**src/rtl/pwm_step_pkg.sv**
```systemverilog
package pwm_step_pkg;
  localparam int unsigned TENTHS_FULL = 10;

  typedef logic [3:0] tenth_t;

  // Number of high cycles within a period for a given duty in tenths
  function automatic int unsigned on_cycles(input int unsigned period,
                                            input int unsigned tenths);
    return (period * tenths) / TENTHS_FULL;
  endfunction
endpackage

```
**src/rtl/pwm_rst_sync.sv**
```systemverilog
module pwm_rst_sync (
  input  logic clk_i,
  input  logic arst_ni,
  output logic rst_no
);
  logic stage1_q;
  logic stage2_q;

  always_ff @(posedge clk_i or negedge arst_ni) begin
    if (!arst_ni) begin
      stage1_q <= 1'b0;
      stage2_q <= 1'b0;
    end else begin
      stage1_q <= 1'b1;
      stage2_q <= stage1_q;
    end
  end

  assign rst_no = stage2_q;
endmodule

```
**src/rtl/pwm_btn_cond.sv**
```systemverilog
module pwm_btn_cond #(
  parameter int unsigned DB_CYCLES = 500000
) (
  input  logic clk_i,
  input  logic rst_ni,
  input  logic btn_i,
  input  logic dir_i,
  output logic press_o,
  output logic up_o
);
  localparam int unsigned DW = (DB_CYCLES > 1) ? $clog2(DB_CYCLES + 1) : 1;
  localparam logic [DW-1:0] DB_LAST = DW'(DB_CYCLES - 1);

  logic btn_s1_q, btn_s2_q;
  logic dir_s1_q, dir_s2_q;
  logic          stab_q, stab_d;
  logic [DW-1:0] dcnt_q, dcnt_d;
  logic          press_q, press_d;

  // Debounce: the synchronised level must differ for DB_CYCLES edges
  always_comb begin
    stab_d  = stab_q;
    dcnt_d  = dcnt_q;
    press_d = 1'b0;
    if (btn_s2_q != stab_q) begin
      if (dcnt_q == DB_LAST) begin
        stab_d  = btn_s2_q;
        dcnt_d  = '0;
        press_d = btn_s2_q;
      end else begin
        dcnt_d = dcnt_q + 1'b1;
      end
    end else begin
      dcnt_d = '0;
    end
  end

  always_ff @(posedge clk_i or negedge rst_ni) begin
    if (!rst_ni) begin
      btn_s1_q <= 1'b0;
      btn_s2_q <= 1'b0;
      dir_s1_q <= 1'b0;
      dir_s2_q <= 1'b0;
      stab_q   <= 1'b0;
      dcnt_q   <= '0;
      press_q  <= 1'b0;
    end else begin
      btn_s1_q <= btn_i;
      btn_s2_q <= btn_s1_q;
      dir_s1_q <= dir_i;
      dir_s2_q <= dir_s1_q;
      stab_q   <= stab_d;
      dcnt_q   <= dcnt_d;
      press_q  <= press_d;
    end
  end

  assign press_o = press_q;
  assign up_o    = dir_s2_q;
endmodule

```
**src/rtl/pwm_duty_step.sv**
```systemverilog
module pwm_duty_step
  import pwm_step_pkg::*;
#(
  parameter int unsigned DUTY_INIT = 2
) (
  input  logic   clk_i,
  input  logic   rst_ni,
  input  logic   press_i,
  input  logic   up_i,
  output tenth_t duty_o
);
  localparam tenth_t TOP  = tenth_t'(TENTHS_FULL);
  localparam tenth_t INIT = tenth_t'(DUTY_INIT);

  tenth_t duty_q, duty_d;
  logic   duty_en;

  always_comb begin
    duty_d  = duty_q;
    duty_en = 1'b0;
    if (press_i) begin
      if (up_i && (duty_q < TOP)) begin
        duty_d  = duty_q + 1'b1;
        duty_en = 1'b1;
      end else if (!up_i && (duty_q != '0)) begin
        duty_d  = duty_q - 1'b1;
        duty_en = 1'b1;
      end
    end
  end

  always_ff @(posedge clk_i or negedge rst_ni) begin
    if (!rst_ni) begin
      duty_q <= INIT;
    end else if (duty_en) begin
      duty_q <= duty_d;
    end
  end

  assign duty_o = duty_q;
endmodule

```
**src/rtl/pwm_period_cmp.sv**
```systemverilog
module pwm_period_cmp
  import pwm_step_pkg::*;
#(
  parameter int unsigned PERIOD    = 50000,
  parameter int unsigned DUTY_INIT = 2,
  localparam int unsigned CW = (PERIOD > 1) ? $clog2(PERIOD) : 1,
  localparam int unsigned TW = $clog2(PERIOD + 1)
) (
  input  logic          clk_i,
  input  logic          rst_ni,
  input  tenth_t        duty_i,
  output logic          pwm_o,
  output logic [CW-1:0] cnt_o,
  output tenth_t        act_o
);
  localparam logic [CW-1:0] CNT_LAST = CW'(PERIOD - 1);

  logic [TW-1:0] thr_tab [16];

  // Compare thresholds, one per possible code; codes above full saturate
  for (genvar g = 0; g < 16; g++) begin : g_thr
    localparam int unsigned TN = (g > TENTHS_FULL) ? TENTHS_FULL : g;
    assign thr_tab[g] = TW'(on_cycles(PERIOD, TN));
  end

  logic [CW-1:0] cnt_q, cnt_d;
  tenth_t        act_q, act_d;
  logic          pwm_q, pwm_d;
  logic          wrap;

  always_comb begin
    wrap  = (cnt_q == CNT_LAST);
    cnt_d = wrap ? '0 : cnt_q + 1'b1;
    act_d = wrap ? duty_i : act_q;
    pwm_d = (TW'(cnt_q) < thr_tab[act_q]);
  end

  always_ff @(posedge clk_i or negedge rst_ni) begin
    if (!rst_ni) begin
      cnt_q <= '0;
      act_q <= tenth_t'(DUTY_INIT);
      pwm_q <= 1'b0;
    end else begin
      cnt_q <= cnt_d;
      pwm_q <= pwm_d;
      if (wrap) begin
        act_q <= act_d;
      end
    end
  end

  assign pwm_o = pwm_q;
  assign cnt_o = cnt_q;
  assign act_o = act_q;
endmodule

```
**src/rtl/pwm_step_gen.sv**
```systemverilog
module pwm_step_gen
  import pwm_step_pkg::*;
#(
  parameter int unsigned CLK_HZ          = 50000000,
  parameter int unsigned PWM_HZ          = 1000,
  parameter int unsigned DUTY_INIT       = 2,
  parameter int unsigned DEBOUNCE_CYCLES = CLK_HZ / 100
) (
  input  logic       clk_i,
  input  logic       rst_ni,
  input  logic       btn_i,
  input  logic       dir_i,
  output logic       pwm_o,
  output logic [3:0] duty_o
);
  localparam int unsigned PERIOD = CLK_HZ / PWM_HZ;
  localparam int unsigned CW     = (PERIOD > 1) ? $clog2(PERIOD) : 1;

  logic          rst_int_n;
  logic          press_w;
  logic          up_w;
  tenth_t        duty_w;
  tenth_t        act_w;
  logic [CW-1:0] cnt_w;

  pwm_rst_sync u_rst (
    .clk_i  (clk_i),
    .arst_ni(rst_ni),
    .rst_no (rst_int_n)
  );

  pwm_btn_cond #(.DB_CYCLES(DEBOUNCE_CYCLES)) u_btn (
    .clk_i  (clk_i),
    .rst_ni (rst_int_n),
    .btn_i  (btn_i),
    .dir_i  (dir_i),
    .press_o(press_w),
    .up_o   (up_w)
  );

  pwm_duty_step #(.DUTY_INIT(DUTY_INIT)) u_step (
    .clk_i  (clk_i),
    .rst_ni (rst_int_n),
    .press_i(press_w),
    .up_i   (up_w),
    .duty_o (duty_w)
  );

  pwm_period_cmp #(.PERIOD(PERIOD), .DUTY_INIT(DUTY_INIT)) u_cmp (
    .clk_i (clk_i),
    .rst_ni(rst_int_n),
    .duty_i(duty_w),
    .pwm_o (pwm_o),
    .cnt_o (cnt_w),
    .act_o (act_w)
  );

  assign duty_o = duty_w;
endmodule

```
**config.mk**
```make
export PLATFORM = sky130hd
export DESIGN_NAME = pwm_step_gen
export DESIGN_NICKNAME = d
export VERILOG_FILES = /design/src/rtl/pwm_step_pkg.sv /design/src/rtl/pwm_rst_sync.sv /design/src/rtl/pwm_btn_cond.sv /design/src/rtl/pwm_duty_step.sv /design/src/rtl/pwm_period_cmp.sv /design/src/rtl/pwm_step_gen.sv
export SDC_FILE = /design/constraint.sdc
export NUM_CORES = 1
export LEC_CHECK = 0
export BUFFER_PORTS_ARGS = -buffer_cell sky130_fd_sc_hd__clkbuf_2
export CAP_MARGIN = 20
export CORE_ASPECT_RATIO = 0.9
export CORE_MARGIN = 5
export CORE_UTILIZATION = 38
export DETAILED_ROUTE_END_ITERATION = 8
export PLACE_DENSITY = 0.63
export SYNTH_ARGS = -nofsm -noshare
export SYNTH_HDL_FRONTEND = slang
export SYNTH_SLANG_ARGS = --single-unit
export TNS_END_PERCENT = 30
```
**constraint.sdc**
```tcl
create_clock -name clk_i -period 3.3 [get_ports clk_i]
set_input_delay 0.495 -clock clk_i [delete_from_list [all_inputs] [get_ports clk_i]]
set_output_delay 0.495 -clock clk_i [all_outputs]
set_load 0.01 [all_outputs]
```
==> results_dict.tcl, run 1 <==
set metrics [dict create \
    outcome "complete, no violations" \
    dieHeight_microns 93.2 \
    power_mw 1.06 \
    portBuffers 8 \
    ios 9 \
    rrSetupSlack_ns 1.17 \
    antenna_left 0 \
    numCtsBuffers 5 \
    wirelength_microns 5420 \
    rr_endpoint "u_step.duty_o[3]" \
    post_dp_cell_area_sq_um 3060 \
    synth_common_cells "50 x dfrtp_1, 31 x nand2_1, 28 x nor2_1, 21 x ha_1" \
    synthCells 296 \
    layout_min_cycle_time_ns 2.13 \
    ys.warnings.count 0 \
    cp_top_family "compound AO/OA/AOI/OAI gates" \
    required_ns 3.50 \
    die_area_sq_um 9560 \
    path_buf_inv 0 \
    grt_pass1_vias 2104 \
    cts_tree "built" \
    leakage_nw 1.33 \
    route.detailed.drc 0 \
    yosys.area.top_type "dfrtp_1" \
    reg2reg_from "u_step.duty_o[1]" \
    drive_gt1_share_pct 9.80 \
    reg2reg_depth 7 \
    power_density_nw_per_um2 334 \
    hold_viol_final 0 \
    start_util_pct 39.0 \
    design_area_sq_um 3160 \
    grt_usage_pct 12.5 \
    cp-end-kind "flop" \
    critPathKind "reg -> reg" \
    synth_area_per_cell_sq_um 9.88 \
    clock-sinks 52 \
    min-delay-start "dir_i" \
    rsz0062_at_grt "no" \
    fin_util_pct 42.1 \
    max_stage_delay_ns 0.63 \
    dr.pass1.iters 4 \
    worst-path-stages 7 \
    drt-vias-per-instance 5.37 \
    die_w_microns 102 \
    nets 331 \
    ys_async_sr_fraction_pct 100 \
    min_delay_path_depth 1 \
    fin_crit_sh_pct 64.7 \
    synth_seq_cells 52 \
    num_rows 30 \
    postCtsSetupBuffers 0 \
    post-dp-hpwl_microns 3960 \
    drv_slew 0 \
    holdWs_ns 0.282 \
    hold_buffers 1 \
    hp-class "in -> reg" \
    arrival_ns 2.34 \
    grt_pass1_wl_microns 9700 \
    core_sq_um 7510 \
    cts_buffer_depth 2 \
    h-tree-depth 2 \
    synth_area_sq_um 2930 \
    synth_seq_area_share_pct 44.6 \
    insertion_delay_ns 0.31 \
    drt-initial-drc-count 115 \
    whs_endpoint "u_btn.dir_s1_q" \
    worst_pin_slew_ns 0.739 \
    fin_worst_skew_ns 0.00926 \
    syn_nets 322 \
    place_congestion 0.855 \
    ys.flop_type "dfrtp_1" \
    grt_start_max_net_pins 32 \
    path_clk_slew_ns 0.10 \
    vdd_ir_drop_max_mv 0.300 \
    ctsResizeCount 0 \
    fill_cells 734 \
    worstPathMaxFanout 9 \
    grt.overflow.total 0 \
    tns_ns 0 \
    synth_edf_count 0 \
    synth_top_cells_by_area "dfrtp_1 43%, ha_1 9.0%, xnor2_1 4.8%" \
    post_drt_wl_per_cell_microns 13.5 \
    crit_chain "o21ai_0 -> nand2_1 -> ha_1 -> a21o_1 -> a21oi_1 -> mux2_2 -> o32a_1" \
    crit_path_start_kind "flop" \
    antenna_cells 0 \
    ys_types 51 \
    num_vias 2160 \
    syn_to_final_growth_pct 8.13 \
    antenna_found_initial 0 \
    cap_violations 0 \
    fmax_ghz 0.469 \
    synth_top_area_share_pct 42.8 \
    cp_slowest_cell "dfstp_2" \
    root_buffer "clkbuf_8" \
    slew_headroom_pct 50.7 \
    setup_violations 0 \
    synth.most_common_cell "dfrtp_1" \
]
==> worst register-to-register path, stage by stage (launching register included) <==
cell and delay [ns]:
dfstp_2 0.63, o21ai_0 0.11, nand2_1 0.14, ha_1 0.25
a21o_1 0.15, a21oi_1 0.24, mux2_2 0.37, o32a_1 0.15
==> report_power, final <==
group | internal [mW] | switching [mW]
registers | 0.643 | 0.0131
logic | 0.00872 | 0.0138
clock network | 0.156 | 0.222
==> worst max-delay path by stage <==
| stage | from | end |
|---|---|---|
| detailed placement | u_step.duty_o[1] | u_step.duty_o[3] |
| global route | u_cmp.act_o[1] | u_cmp.pwm_o |
| finish | u_step.duty_o[1] | u_step.duty_o[3] |
| global placement | u_step.duty_o[1] | u_step.duty_o[3] |
| CTS | u_step.duty_o[1] | u_step.duty_o[3] |
| floorplan | u_step.duty_o[1] | u_step.duty_o[3] |
==> kinds of logic (layout without fill, tap and decap cells) <==
logic type	after synthesis	count (layout)	share of synthesized area, %
simple gates	126	126	23.2
flops	52	52	44.6
compound gates	50	50	10.9
xor+xnor	25	25	7.49
fa+ha+maj	22	22	9.67
buf+inv	15	25	2.14
mux	5	5	1.88
other cells	1	1	0.128
==> placed cells by master, fill, tap and decap left out, drive strengths merged, types with 2 or more instances in the layout <==
cell type | Yosys | layout
nor4 | 5 | 5
nand4 | 9 | 9
ha | 21 | 21
a21o | 2 | 2
o21ai | 16 | 16
nor2 | 28 | 28
nand2 | 31 | 31
and4 | 6 | 6
nand3 | 14 | 14
xor2 | 9 | 9
nor4bb | 2 | 2
nor2b | 4 | 4
inv | 6 | 8
clkbuf | 3 | 13
or3 | 5 | 5
xnor2 | 16 | 16
and3 | 3 | 3
nor3 | 5 | 5
clkinv | 1 | 2
a211oi | 2 | 2
dfrtp | 50 | 50
dfstp | 2 | 2
or4 | 4 | 4
nor4b | 3 | 3
o31ai | 3 | 3
a21oi | 17 | 17
mux2 | 4 | 4
a31oi | 3 | 3
==> flip-flops by register name, indices dropped and copies added (netlist names) <==
name            flops
u_btn.btn_s1_q      1
u_btn.dcnt_q       19
u_btn.dir_s1_q      1
u_cmp.act_o         4
u_btn.btn_s2_q      1
u_rst.rst_no        1
u_cmp.pwm_o         1
u_rst.stage1_q      1
u_btn.stab_q        1
u_btn.up_o          1
u_cmp.cnt_o        16
u_step.duty_o       4
u_btn.press_o       1
==> metal layers <==
metal	GRT usage, %	vias up	share of wire (%)
met1	18.2	1043	50
met3	2.46	4	3.6
met5	0	-	0
met2	18.3	29	45
li1	-	1084	-
met4	4.37	0	1.2
==> cell type report <==
type / instances / area (sq um) / area share [%]
Clock buffer: 5 / 68.8 / 2.18
Clock inverter: 3 / 26.3 / 0.831
Inverter: 7 / 26.3 / 0.831
Multi-Input combinational cell: 229 / 1560 / 49.3
Sequential cell: 52 / 1310 / 41.3
Tap cell: 96 / 120 / 3.80
Timing Repair Buffer: 10 / 57.6 / 1.82
==> per-stage QoR <==
stage	setup slack, ns	cells
after detailed placement	1.17	393
after global routing	0.984	402
after floorplan	1.28	296
final	1.17	402
after global placement	1.25	393
after CTS	1.16	402
Note: power is estimated with default switching activity, not from simulation.
==> run 2, diff against run 1 <==
- PLACE_DENSITY: 0.63 -> 0.65
- clock period: 3.3 -> 1.9 ns (I/O delays scaled with it)
==> run 2 against run 1 <==
Against the previous run: critical path type unchanged; die area unchanged; core utilization grew 3.0 points; register-to-register slack lost 1.2 ns; global-route usage rose by 0.99 points; fmax increased by 8.2%; the run now ends with negative setup slack left.
==> results_dict.tcl, run 2 (synthesized netlist as in run 1, its figures left out) <==
set metrics [dict create \
    rsz0062_at_grt "yes" \
    setup_violations 2 \
    core_sq_um 7510 \
    p_comb_share_pct 3.3 \
    rr_endpoint "u_cmp.pwm_o" \
    violations "negative setup slack" \
    multi_input_area_sq_um 1620 \
    cts_buffer_depth 2 \
    hp-class "in -> reg" \
    route.detailed.drc 0 \
    layout_min_cycle_time_ns 1.97 \
    worst_pin_slew_ns 0.630 \
    rrSetupSlack_ns -0.07 \
    regMostFlops "u_btn.dcnt_q" \
    start_util_pct 39.0 \
    drt-initial-drc-count 87 \
    reg2reg_from "u_cmp.act_o[1]" \
    syn_to_final_growth_pct 15.9 \
    grt_usage_pct 13.5 \
    hold_viol_final 0 \
    ios 9 \
    drt-vias-per-instance 5.42 \
    max_stage_delay_ns 0.55 \
    num_vias 2288 \
    sequentialPowerShare_pct 60.7 \
    cp_top_family "flip-flops" \
    dieHeight_microns 93.2 \
    regArea_sq_um 1310 \
    dr.pass1.iters 4 \
    insertion_delay_ns 0.31 \
    die_area_sq_um 9560 \
    portBuffers 8 \
    crit_path_start_kind "flop" \
    p_sw_uw 448 \
    num_rows 30 \
    path_clk_slew_ns 0.11 \
    critPathKind "reg -> reg" \
    cp_slowest_cell "dfstp_2" \
    grt_start_max_net_pins 51 \
    cap_violations 0 \
    fill_cells 706 \
    reg2reg_depth 9 \
    fin_ws_ns -0.0727 \
    final_cell_mix "48 x dfrtp_1, 30 x nand2_1, 28 x nor2_1, 20 x buf_4, 17 x ha_1" \
    grt_pass1_wl_microns 10600 \
    fin_worst_skew_ns 0.0168 \
    cts_tree "built" \
    antenna_cells 0 \
    clock-sinks 52 \
    cp-end-kind "flop" \
    h-tree-depth 2 \
    internal_power_mw 1.41 \
    power_density_nw_per_um2 548 \
    switching_share_pct 24.1 \
    root_buffer "clkbuf_8" \
    outcome "finished with violations" \
    worstPathMaxFanout 4 \
    clock_power_share_pct 36.0 \
    die_w_microns 102 \
    slew_headroom_pct 58.0 \
    min_delay_path_depth 1 \
    grt_pass1_vias 2297 \
    required_ns 2.16 \
    fmax_ghz 0.507 \
    nets 351 \
    drive_gt1_share_pct 19.6 \
    leakage_nw 1.44 \
    fin_crit_sh_pct 104 \
    post_drt_wl_per_cell_microns 13.9 \
    vdd_ir_drop_max_mv 0.278 \
    arrival_ns 2.23 \
    path_buf_inv 1 \
    drv_slew 0 \
    antenna_found_initial 0 \
    antenna_left 0 \
    whs_endpoint "u_btn.btn_s1_q" \
    post-dp-hpwl_microns 4050 \
    pre_cts_ws_ns -0.0720 \
    grt.overflow.total 0 \
    largest_reg_flops 19 \
    place_congestion 0.832 \
    fin_util_pct 45.2 \
    wirelength_microns 5880 \
    min-delay-start "btn_i" \
    final_common_cell "dfrtp_1" \
    crit_chain "inv_2 -> ha_2 -> mux2i_1 -> nor2_1 -> a31oi_1 -> ha_1 -> and4_1 -> a21oi_1 -> o21a_1" \
    numCtsBuffers 5 \
]
run 2: cell count changes in the layout (fill, tap and decap cells not counted), sizes merged:
| cell | before | now |
|---|---|---|
| clkinvlp | 0 | 1 |
| buf | 1 | 21 |
| clkinv | 2 | 1 |
run 2: how the worst max path moves through the flow:
stage	cells past startpoint	startpoint	to	slack, ns
6_report	9	u_cmp.act_o[1]	u_cmp.pwm_o	-0.07
5_1_grt	10	u_cmp.act_o[1]	u_cmp.pwm_o	-0.17
4_1_cts	9	u_cmp.act_o[1]	u_cmp.pwm_o	-0.04
3_5_place_dp	9	u_cmp.act_o[1]	u_cmp.pwm_o	-0.07
3_3_place_gp	9	u_cmp.act_o[1]	u_cmp.pwm_o	-0.02
2_1_floorplan	7	u_step.duty_o[1]	u_step.duty_o[3]	-0.01
run 2: routing by layer:
layer  GRT usage (%)  routed length, microns
met5               0                       0
met4            3.61                      56
met3            2.76                     191
met2            21.8                    2830
met1            18.3                    2800
run 2: repair_timing:
| item | in CTS | in global routing |
|---|---|---|
| setup endpoints to repair | 2 | 20 |
| resized for setup | 8 | 7 |
| hold endpoints to repair | 2 | 0 |
| pin swaps | 7 | 8 |
| hold buffers | 1 | 0 |
| setup buffers | 0 | 3 |
run 2: area by class of cell:
type / count / area share, %
timing repair buffer: 30 / 6.50
clock buffer: 5 / 2.03
tap: 96 / 3.54
multi-input combinational: 229 / 47.9
clock inverter: 3 / 0.738
sequential: 52 / 38.5
inverter: 7 / 0.775
run 2: power by group through the flow:
stage	clock network, mW	logic, mW	registers (mW)
2_1_floorplan	0	0.0215	1.16
3_3_place_gp	0	0.0594	1.15
3_5_place_dp	0	0.0610	1.15
4_1_cts	0.702	0.0623	1.13
5_1_grt	0.750	0.0730	1.13
6_report	0.669	0.0617	1.13
run 2: stage by stage:
stage	cell area (sq um)	setup TNS, ns	cells	power, mW	hold WS [ns]
2_1_floorplan	2930	-0.0168	296	1.18	-0.0106
3_3_place_gp	3210	-0.0232	410	1.21	0.0728
3_5_place_dp	3210	-0.0770	410	1.21	0.0726
4_1_cts	3340	-0.0590	419	1.89	0.0603
5_1_grt	3390	-0.231	422	1.95	0.0478
6_report	3390	-0.0741	422	1.86	0.0728
==> run 3, diff against run 2 <==
- PLACE_DENSITY: 0.65 -> default
- REMOVE_ABC_BUFFERS: default -> 1
==> run 3 against run 2 <==
Against the previous run: sequential share of layout area is 1.2 points lower; largest cell class unchanged; total power is 20% higher; first-iteration DRC count is 23% lower; core utilization is 1.5 points higher; worst hold slack hardly changed; die area stayed put; the run still ends with negative setup slack left; count of clock-buffer cells in the layout stayed put; critical path depth is 1 lower; wire length is 3.9% lower; flip-flop and latch count stayed put.
==> results_dict.tcl, run 3 (synthesized netlist as in run 1, its figures left out) <==
set metrics [dict create \
    numCtsBuffers 5 \
    grt_start_max_net_pins 37 \
    hold_viol_final 0 \
    fin_ws_ns -0.0290 \
    p_sw_uw 436 \
    design_area_sq_um 3500 \
    cts_buffer_depth 2 \
    antenna_left 0 \
    die_w_microns 102 \
    post_dp_cell_area_sq_um 3270 \
    outcome "finished with violations" \
    slew_headroom_pct 63.5 \
    syn_to_final_growth_pct 19.6 \
    regMostFlops "u_btn.dcnt_q" \
    route.detailed.drc 0 \
    grt.overflow.total 0 \
    insertion_delay_ns 0.31 \
    cpMostUsedCell "ha_1" \
    switching_share_pct 19.5 \
    antenna_found_initial 0 \
    fin_worst_skew_ns 0.00533 \
    rsz0062_at_grt "yes" \
    regArea_sq_um 1310 \
    hp-class "in -> reg" \
    p_comb_share_pct 2.7 \
    critPathKind "reg -> reg" \
    clock-sinks 52 \
    fmax_ghz 0.518 \
    nets 356 \
    sequentialPowerShare_pct 50.6 \
    leakage_nw 1.50 \
    wirelength_microns 5650 \
    root_buffer "clkbuf_8" \
    max_stage_delay_ns 0.56 \
    die_area_sq_um 9560 \
    required_ns 2.15 \
    crit_path_start_kind "flop" \
    post_drt_wl_per_cell_microns 13.2 \
    cap_violations 0 \
    place_inst 418 \
    fin_crit_sh_pct 102 \
    cts_tree "built" \
    portBuffers 8 \
    num_rows 30 \
    ios 9 \
    setup_violations 1 \
    tns_ns -0.0290 \
    grt_pass1_vias 2135 \
    violations "negative setup slack" \
    path_buf_inv 1 \
    drt-initial-drc-count 67 \
    clock_power_share_pct 46.7 \
    cp-end-kind "flop" \
    postCtsSetupBuffers 0 \
    h-tree-depth 2 \
    vdd_ir_drop_max_mv 0.398 \
    power_density_nw_per_um2 640 \
    antenna_cells 0 \
    core_sq_um 7510 \
    place_congestion 0.806 \
    fill_cells 714 \
    path_clk_slew_ns 0.10 \
    dr.pass1.iters 4 \
    num_vias 2257 \
    start_util_pct 39.0 \
    grt_usage_pct 12.5 \
    drt-vias-per-instance 5.29 \
    multi_input_area_sq_um 1610 \
    final_common_cell "dfrtp_1" \
    grt_pass1_wl_microns 9720 \
    worst_pin_slew_ns 0.542 \
    drv_slew 0 \
    layout_min_cycle_time_ns 1.93 \
    final_cell_mix "48 x dfrtp_1, 31 x nand2_1, 28 x nor2_1, 24 x buf_4, 17 x ha_1" \
    cp_slowest_cell "dfstp_2" \
    worstPathMaxFanout 5 \
    largest_reg_flops 19 \
    internal_power_mw 1.80 \
    pre_cts_ws_ns -0.0724 \
    fin_util_pct 46.6 \
    crit_chain "buf_4 -> ha_1 -> nand2_1 -> a22oi_1 -> ha_1 -> and4_1 -> a21oi_1 -> o21a_1" \
    instances_no_fill 427 \
    cp_top_family "flip-flops" \
    holdWs_ns 0.0732 \
    post-dp-hpwl_microns 4120 \
    arrival_ns 2.18 \
    dieHeight_microns 93.2 \
    power_mw 2.24 \
    drive_gt1_share_pct 19.6 \
]
run 3: area by class of cell:
cell class,count,share of cell area (%)
Multi-Input combinational cell,229,46.0
Sequential cell,52,37.3
Timing Repair Buffer,35,7.72
Tap cell,96,3.43
Clock inverter,3,2.57
Clock buffer,5,1.97
Inverter,7,0.930
run 3: final timing paths:
check / end / from / cells past startpoint / slack [ns]
hold reg to reg: u_cmp.cnt_o[10] / u_rst.rst_no / 0 / 0.18
setup / recovery: u_cmp.pwm_o / u_cmp.act_o[1] / 8 / -0.03
min in group asynchronous: u_cmp.cnt_o[10] / u_rst.rst_no / 0 / 0.18
hold / removal: u_btn.btn_s1_q / btn_i / 1 / 0.07
max in group asynchronous: u_cmp.act_o[1] / u_rst.rst_no / 1 / 1.15
setup reg to reg: u_cmp.pwm_o / u_cmp.act_o[1] / 8 / -0.03
run 3: power groups by stage:
stage | combinational (mW) | sequential [mW] | clock (mW)
2_1_floorplan | 0.0197 | 1.16 | 0
3_3_place_gp | 0.0589 | 1.16 | 0
3_5_place_dp | 0.0611 | 1.16 | 0
4_1_cts | 0.0633 | 1.13 | 1.07
5_1_grt | 0.0698 | 1.14 | 1.12
6_report | 0.0605 | 1.13 | 1.05
run 3: timing repair:
item | in CTS | in global routing
cloned | 0 | 0
hold buffers | 1 | 0
pin swaps | 5 | 4
endpoints found under the setup margin | 2 | 2
hold endpoints to repair | 2 | 0
resized for setup | 9 | 6
run 3: per-layer routing:
metal	part of all wire (%)	track usage, %	wire (microns)
met1	51	17.5	2860
met3	2.4	2.46	135
met2	46	19.9	2620
met5	0	0	0
met4	0.55	2.95	31
